File: src/rtl/chain_timebase_pkg.sv
package chain_timebase_pkg;
  localparam int ADDR_W = 3;
  localparam int PRE_W = 7;

  localparam logic [ADDR_W-1:0] A_SYNC   = 3'd0;
  localparam logic [ADDR_W-1:0] A_DIV    = 3'd1;
  localparam logic [ADDR_W-1:0] A_CHAIN  = 3'd2;
  localparam logic [ADDR_W-1:0] A_CMD    = 3'd3;
  localparam logic [ADDR_W-1:0] A_SETCMP = 3'd4;
  localparam logic [ADDR_W-1:0] A_CLRCMP = 3'd5;

  localparam logic [ADDR_W-1:0] R_LOW    = 3'd0;
  localparam logic [ADDR_W-1:0] R_HIGH   = 3'd1;
  localparam logic [ADDR_W-1:0] R_SHADOW = 3'd2;

  typedef struct packed {
    logic       syncPulse;
    logic       lowEn;
    logic       highEn;
    logic       chainSel;
    logic [1:0] divIdx;
    logic       rdLow;
    logic       rdHigh;
    logic       rdShadow;
  } strb_t;

  function automatic logic [PRE_W-1:0] divMask(input logic [1:0] idx);
    case (idx)
      2'd0:    return 7'h01;
      2'd1:    return 7'h07;
      2'd2:    return 7'h1F;
      default: return 7'h7F;
    endcase
  endfunction
endpackage

File: src/rtl/chain_timebase_ctrl.sv
module chain_timebase_ctrl
  import chain_timebase_pkg::*;
#(
  parameter int CNT_W = 16
) (
  input  logic              clk,
  input  logic              rstN,
  input  logic              regWe,
  input  logic              regRe,
  input  logic [ADDR_W-1:0] regAddr,
  input  logic [CNT_W-1:0]  regWdata,
  output strb_t             strb,
  output logic [CNT_W-1:0]  setCmp,
  output logic [CNT_W-1:0]  clrCmp
);
  localparam logic [CNT_W-1:0] HALF = {1'b1, {(CNT_W-1){1'b0}}};

  logic       lowEnQ, highEnQ, chainQ;
  logic [1:0] divQ;
  logic [CNT_W-1:0] setQ, clrQ;

  logic wrCmd;
  assign wrCmd = regWe && (regAddr == A_CMD);

  always_ff @(posedge clk) begin
    if (!rstN) begin
      lowEnQ  <= 1'b0;
      highEnQ <= 1'b0;
      chainQ  <= 1'b0;
      divQ    <= 2'd0;
      setQ    <= '0;
      clrQ    <= HALF;
    end else begin
      if (regWe && regAddr == A_DIV)    divQ   <= regWdata[1:0];
      if (regWe && regAddr == A_CHAIN)  chainQ <= regWdata[0];
      if (regWe && regAddr == A_SETCMP) setQ   <= regWdata;
      if (regWe && regAddr == A_CLRCMP) clrQ   <= regWdata;
      if (wrCmd) begin
        if (regWdata[1])      lowEnQ  <= 1'b0;
        else if (regWdata[0]) lowEnQ  <= 1'b1;
        if (regWdata[3])      highEnQ <= 1'b0;
        else if (regWdata[2]) highEnQ <= 1'b1;
      end
    end
  end

  always_comb begin
    strb.syncPulse = regWe && (regAddr == A_SYNC) && regWdata[0];
    strb.lowEn     = lowEnQ;
    strb.highEn    = highEnQ;
    strb.chainSel  = chainQ;
    strb.divIdx    = divQ;
    strb.rdLow     = regRe && (regAddr == R_LOW);
    strb.rdHigh    = regRe && (regAddr == R_HIGH);
    strb.rdShadow  = regRe && (regAddr == R_SHADOW);
  end

  assign setCmp = setQ;
  assign clrCmp = clrQ;
endmodule

File: src/rtl/chain_timebase_dp.sv
module chain_timebase_dp
  import chain_timebase_pkg::*;
#(
  parameter int CNT_W = 16
) (
  input  logic             clk,
  input  logic             rstN,
  input  strb_t            strb,
  input  logic [CNT_W-1:0] setCmp,
  input  logic [CNT_W-1:0] clrCmp,
  output logic [CNT_W-1:0] lowCnt,
  output logic [CNT_W-1:0] highCnt,
  output logic             waveOut,
  output logic [CNT_W-1:0] regRdata
);
  logic [PRE_W-1:0] prescQ;
  logic [CNT_W-1:0] lowQ, highQ, shadowQ, rdataQ, lowNext;
  logic waveQ, waveNext, tick, step, rise;

  assign tick    = (prescQ & divMask(strb.divIdx)) == divMask(strb.divIdx);
  assign step    = strb.lowEn && tick;
  assign lowNext = lowQ + 1'b1;

  always_comb begin
    waveNext = waveQ;
    if (step) begin
      if (lowNext == setCmp)      waveNext = 1'b1;
      else if (lowNext == clrCmp) waveNext = 1'b0;
    end
  end

  assign rise = waveNext && !waveQ;

  always_ff @(posedge clk) begin
    if (!rstN || strb.syncPulse) begin
      prescQ <= '0;
      lowQ   <= '0;
      highQ  <= '0;
      waveQ  <= 1'b0;
    end else begin
      prescQ <= prescQ + 1'b1;
      if (step) lowQ <= lowNext;
      waveQ <= waveNext;
      if (rise && strb.highEn && strb.chainSel) highQ <= highQ + 1'b1;
    end
  end

  always_ff @(posedge clk) begin
    if (!rstN) begin
      shadowQ <= '0;
      rdataQ  <= '0;
    end else begin
      if (strb.rdLow) shadowQ <= highQ;
      if (strb.rdLow)         rdataQ <= lowQ;
      else if (strb.rdHigh)   rdataQ <= highQ;
      else if (strb.rdShadow) rdataQ <= shadowQ;
      else                    rdataQ <= '0;
    end
  end

  assign lowCnt   = lowQ;
  assign highCnt  = highQ;
  assign waveOut  = waveQ;
  assign regRdata = rdataQ;
endmodule

File: src/rtl/chain_timebase.sv
module chain_timebase
  import chain_timebase_pkg::*;
#(
  parameter int CNT_W = 16
) (
  input  logic             clk,
  input  logic             rstN,
  input  logic             regWe,
  input  logic             regRe,
  input  logic [2:0]       regAddr,
  input  logic [CNT_W-1:0] regWdata,
  output logic [CNT_W-1:0] regRdata,
  output logic             waveOut
);
  strb_t strb;
  logic [CNT_W-1:0] setCmp, clrCmp, lowCnt, highCnt;

  chain_timebase_ctrl #(.CNT_W(CNT_W)) u_ctrl (
    .clk(clk), .rstN(rstN), .regWe(regWe), .regRe(regRe),
    .regAddr(regAddr), .regWdata(regWdata),
    .strb(strb), .setCmp(setCmp), .clrCmp(clrCmp)
  );

  chain_timebase_dp #(.CNT_W(CNT_W)) u_dp (
    .clk(clk), .rstN(rstN), .strb(strb),
    .setCmp(setCmp), .clrCmp(clrCmp),
    .lowCnt(lowCnt), .highCnt(highCnt),
    .waveOut(waveOut), .regRdata(regRdata)
  );
endmodule

File: config.mk
export PLATFORM = sky130hd
export DESIGN_NAME = chain_timebase
export DESIGN_NICKNAME = d
export VERILOG_FILES = /design/src/rtl/chain_timebase_pkg.sv /design/src/rtl/chain_timebase_ctrl.sv /design/src/rtl/chain_timebase_dp.sv /design/src/rtl/chain_timebase.sv
export SDC_FILE = /design/constraint.sdc
export NUM_CORES = 1
export LEC_CHECK = 0
export BUFFER_PORTS_ARGS = -buffer_cell sky130_fd_sc_hd__buf_2
export CAP_MARGIN = 30
export CORE_ASPECT_RATIO = 0.9
export CORE_UTILIZATION = 40
export CTS_CLUSTER_SIZE = 30
export DETAILED_ROUTE_END_ITERATION = 8
export MAX_ROUTING_LAYER = met4
export PLACE_DENSITY = 0.6
export SLEW_MARGIN = 20
export SYNTH_ARGS = -nofsm -noshare
export SYNTH_HDL_FRONTEND = slang
export SYNTH_SLANG_ARGS = --single-unit
File: constraint.sdc
create_clock -name clk -period 5.6 [get_ports clk]
set_clock_uncertainty 0.05 [all_clocks]
set_input_delay 0.28 -clock clk [delete_from_list [all_inputs] [get_ports clk]]
set_output_delay 0.28 -clock clk [all_outputs]
set_load 0.01 [all_outputs]
; ---- Yosys cells after proc, flatten, opt, wreduce, memory -nomap -nowiden
; Index checks and enable logic that the tools add are counted.
; Widths: inputs -> output; s select.
[word_totals]
wordCells = 60
regBits = 109
[op_classes]
n_addsub = 3
reduce_logical = 23
eq_ne = 10
bitwise = 1
mux = 11
[ops]
columns = op, n
row1 = $mux 16, 3
row2 = $add 16x1->16 const B, 2
row3 = $eq 16x16->1, 2
row4 = $pmux 7 s3, 1
row5 = $logic_and 1x1->1, 14
row6 = $add 7x1->7 const B, 1
row7 = $and 7x7->7, 1
row8 = $eq 7x7->1, 1
row9 = $mux 1, 7
row10 = $eq 3x2->1 const B, 2
row11 = $eq 3x3->1 const B, 2
row12 = $reduce_and 2->1, 2
row13 = $reduce_bool 2->1, 2
row14 = $eq 3x1->1 const B, 1
row15 = $logic_not 3->1, 1
row16 = $eq 2x1->1 const B, 1
row17 = $eq 2x2->1 const B, 1
row18 = $logic_not 1->1, 2
row19 = $logic_not 2->1, 1
row20 = $logic_or 1x1->1, 1

; ---- Longest topological paths before layout
[logic_depth]
word_depth = 9
depth_mapped = 10

; ---- By module
; From an unflattened synthesis, not the netlist that was laid out.
[hier_totals]
hier_cells = 680
hier_area_um2 = 5601.6
[modules_own_cells]
columns = module, cells_each, area_per_inst_um2, seq_area_each_um2, n_inst
row1 = chain_timebase_dp, 508, 4182.8, 1441.4, 1
row2 = chain_timebase_ctrl, 172, 1418.9, 740.7, 1

; ---- Least setup slack after synthesis
; Ideal clock, no wire load.
[synth_timing]
kind = register -> register
start = reg u_dp.lowQ[1], in the netlist u_dp.lowCnt[1]
end = reg u_dp.highQ[11], in the netlist u_dp.highCnt[11]
period_less_slack_ns = 2.441
arrival_time_ns = 2.320
setup_time_ns = 0.072
path_buffers = 2
path_slack_ns = 3.159
path_stages_with_launch = 10
cell_sequence = dfxtp_1 -> ha_1 -> nand3_1 -> nor4_2 -> xnor3_1 -> nand4bb_1 -> buf_4 -> buf_6 -> nor4_2 -> mux2i_1
[synth_via]
elab_chain_len = 8
word_cells_on_any_way = 9
[synth_lines]
columns = element, line
row1 = start: declaration, chain_timebase_dp.sv:17  ; logic [CNT_W-1:0] lowQ, highQ, shadowQ, rdataQ, lowNext;
row2 = start signal: assignment, chain_timebase_dp.sv:42  ; if (step) lowQ <= lowNext;
row3 = $add 16x1->16 (*), chain_timebase_dp.sv:22  ; assign lowNext = lowQ + 1'b1;
row4 = $eq 16x16->1, chain_timebase_dp.sv:28  ; else if (lowNext == clrCmp) waveNext = 1'b0;
row5 = $mux 1, chain_timebase_dp.sv:28
row6 = $mux 1 (*), chain_timebase_dp.sv:27  ; if (lowNext == setCmp) waveNext = 1'b1;
row7 = $mux 1 (*), chain_timebase_dp.sv:26  ; if (step) begin
row8 = $logic_and 1x1->1 (*), chain_timebase_dp.sv:32  ; assign rise = waveNext && !waveQ;
row9 = $logic_and 1x1->1 (*) (2 in a row), chain_timebase_dp.sv:44  ; if (rise && strb.highEn && strb.chainSel) highQ <= highQ + 1'b1;
row10 = end signal: assignment, chain_timebase_dp.sv:44
row11 = end: declaration, chain_timebase_dp.sv:17
; Mark *: on every way between the ends. The rest lies on a longest branch, timed or not.
; A chain may end at the register's enable or synchronous reset.

; ---- Worst setup path in the final report
[layout_timing]
start = reg u_dp.lowQ[0], in the netlist u_dp.lowCnt[0]
end = reg u_dp.highQ[10], in the netlist u_dp.highCnt[10]
; The elaborated chain is that of the path after synthesis.

==> results.cfg <==
[logic_synthesis]
synth-edff-count = 0
synth_area_um2 = 5650
synth_seq_area_share_pct = 38.6
synthTopCellsByCount = 147 x nand2_1, 109 x dfxtp_1, 56 x nor2_1, 51 x a21oi_1, 30 x clkbuf_1
async_flop_share_pct = 0
synth.area.top_cells = dfxtp_1 39%, nand2_1 9.8%, a21oi_1 4.5%
synth_area_leader_cell = dfxtp_1
synth.top_cell.area_share_pct = 38.6
synthCells = 692
avgSynthCellArea_um2 = 8.17
yosysWarnings = 0
syn_nets = 718
synth.most_common_cell = nand2_1
synthFlopType = dfxtp_1
ys_seq_elements = 109
yosysUniqueCellTypes = 56

[worst_setup_path]
cp_top_family = simple AND/OR/NAND/NOR gates
required_ps = 5840
critPathLaunchType = flop
path_cells = ha_1, nand3_1, nor4_2, xnor3_1, nand4bb_1, buf_6, nor4_1, mux2i_1
critPathSlowestCell = nand4bb_1
crit_path_max_fanout = 10
cp-end-kind = flop
criticalPathCategory = flop to flop
reg2reg_depth = 8
r2r_end = u_dp.highCnt[10]
worstPathArrival_ps = 3720
r2r_slack_ps = 2120
cpPeakStageDelay_ps = 540
rr_startpoint = u_dp.lowCnt[0]
worst-path-buf-inv = 1

[worst_hold_path]
hold_depth = 2
hp-class = input pin to flop
min_to = u_ctrl.highEnQ
hold_start = regWdata[3]

[drt]
dr.pass1.iters = 5
routed_via_density = 5.29
wire_per_inst_um = 15.7
ant_nets = 0
wl_um = 14000
drcViolationCount = 0
vias = 4713
first_iter_violations = 281

[layout]
fillers = 1387
drive_above_1_share_pct = 12.8
diodes = 0
area_growth_pct = 11.0
fin_nets = 725
utilization_pct = 46.3

[job]
cap_violations = 0

[global_route]
grt_pass1_wl_um = 22700
grt_pass1_vias = 4451
grt_use_total_pct = 20.8
antenna_found_initial = 0
grt_start_max_net_pins = 54
grt_overflow = 0

[cts]
max-clock-path-buffers = 2
post_cts_buffers = 0
clkTransAtPathRegs_ps = 70
clock_latency_ps = 360
cts_htree_levels = 3
clock_sinks = 109
cts-root-buf = clkbuf_16
tritoncts = built
cts_made_buffers = 9
cts_hold_buf = 0
cts_repair_resize_count = 0

[placement]
gp_congestion = 0.898
place_ws_ps = 2140
portBuffers = 39
hpwl_um = 10000

[sta]
final.setup.tns_ps = 0
max_slew.worst_pin.slew_ps = 917
grt_setup_unrepaired = no
hold_violations = 0
max_freq_mhz = 287
maxSlewViolCount = 0
setup_ws_ps = 2120
setup_viol = 0
finalCriticalPeriod_ps = 3480
fin_crit_sh_pct = 62.2
slew_headroom_pct = 38.7

[power_and_ir_drop]
p_per_area_nw_per_um2 = 258
p_leak_nw = 2.19
irDropWorstVdd_v = 0.000155

[floorplan]
io_pins = 40
fp.dieH_um = 115
rows = 40
core_area_um2 = 13600
dieArea_um2 = 14600
die_width_um = 127
start_util_pct = 41.7

[outcome]
outcome = finished clean
[worst max-delay path by stage]
| stage | from | end | depth (start not counted) |
|---|---|---|---|
| CTS | u_dp.lowCnt[0] | u_dp.highCnt[10] | 8 |
| global placement | u_dp.lowCnt[0] | u_dp.waveOut | 7 |
| finish | u_dp.lowCnt[0] | u_dp.highCnt[10] | 8 |
| floorplan | u_dp.lowCnt[1] | u_dp.highCnt[11] | 9 |
| detailed placement | u_dp.lowCnt[0] | u_dp.highCnt[10] | 8 |
| global route | u_dp.lowCnt[0] | u_dp.highCnt[10] | 8 |
[cell usage in the layout, fill, tap and decap left out, drive strengths merged, types with 2 or more instances in the layout]
cell type  synthesis  final
and4               6      6
nand3             25     25
nor3               8      8
dfxtp            109    109
bufinv             0      3
nand2            147    147
buf               20     46
a211oi             5      5
mux2i             20     20
xor2              28     28
and2               4      4
a31oi              4      4
inv               18     18
ha                 3      3
a22oi              2      2
nor4              24     24
o22ai             17     17
a21oi             51     51
nand2b             4      4
nor2b             18     18
xnor2             28     28
o21ai             20     20
clkbuf            30     10
and3               5      5
xnor3              3      3
nor4b              2      2
nor2              56     56
nand4             15     15
or3                3      3
[report_power, final]
group	internal, mW	switching (mW)	total (mW)
combinational	0.0363	0.0684	0.105
clock	0.444	0.282	0.726
sequential	0.784	0.00707	0.791
total	1.26	0.357	1.62
[flip-flops by register name, summed over array words and instances (netlist names)]
name and count:
u_ctrl.setCmp 16, u_ctrl.divQ 2, u_dp.shadowQ 16, u_ctrl.lowEnQ 1
u_ctrl.chainQ 1, u_dp.regRdata 16, u_ctrl.clrCmp 16, u_dp.waveOut 1
u_dp.prescQ 7, u_dp.lowCnt 16, u_dp.highCnt 16, u_ctrl.highEnQ 1
[stage by stage]
step	instance area, um2	total power, mW	instances	hold WS [ps]
finish	6280	1.62	891	75.2
floorplan	5650	0.877	692	302
global route	6280	1.68	891	83.8
detailed placement	5890	0.911	875	397
global placement	5860	0.906	872	392
CTS	6230	1.64	889	72.6
[logic make-up (layout without fill, tap and decap cells)]
| kind of cell | Yosys count | after routing | synth area share, % |
|---|---|---|---|
| and+or+nand+nor | 323 | 323 | 30.0 |
| AOI/OAI and AO/OA | 109 | 109 | 11.3 |
| DFF | 109 | 109 | 38.6 |
| buffers and inverters | 68 | 78 | 5.62 |
| xor gates and xnor gates | 60 | 60 | 10.3 |
| muxes | 20 | 20 | 3.54 |
| adders and majority gates | 3 | 3 | 0.664 |
[final cells by class]
cell class	count	area [um2]	share of cell area, %
clock buffers	10	239	3.81
clock inverters	4	97.6	1.55
inverters	18	67.6	1.08
multi-input cells	515	3170	50.5
flip-flops and latches	109	2180	34.8
well taps	189	236	3.77
repair buffers	46	288	4.58
[worst register-to-register path: cells and delay by family (launching register included)]
kind | cells | cell delay [ps]
XOR/XNOR | 1 | 200
multiplexers | 1 | 230
adder cells (fa/ha/maj) | 1 | 330
buffers and inverters | 1 | 370
flip-flops | 1 | 530
AND/OR/NAND/NOR | 4 | 1710
[layer usage]
metal / part of all wire (%) / global-route usage (%) / vias up / wire [um]
met1: 48 / 26.2 / 2246 / 6750
li1: - / - / 2360 / -
met4: 1.2 / 6.27 / 0 / 172
met3: 4.1 / 4.51 / 14 / 569
met5: 0 / - / - / 0
met2: 46 / 33.5 / 93 / 6500
Power figures use the tool's default switching activity.
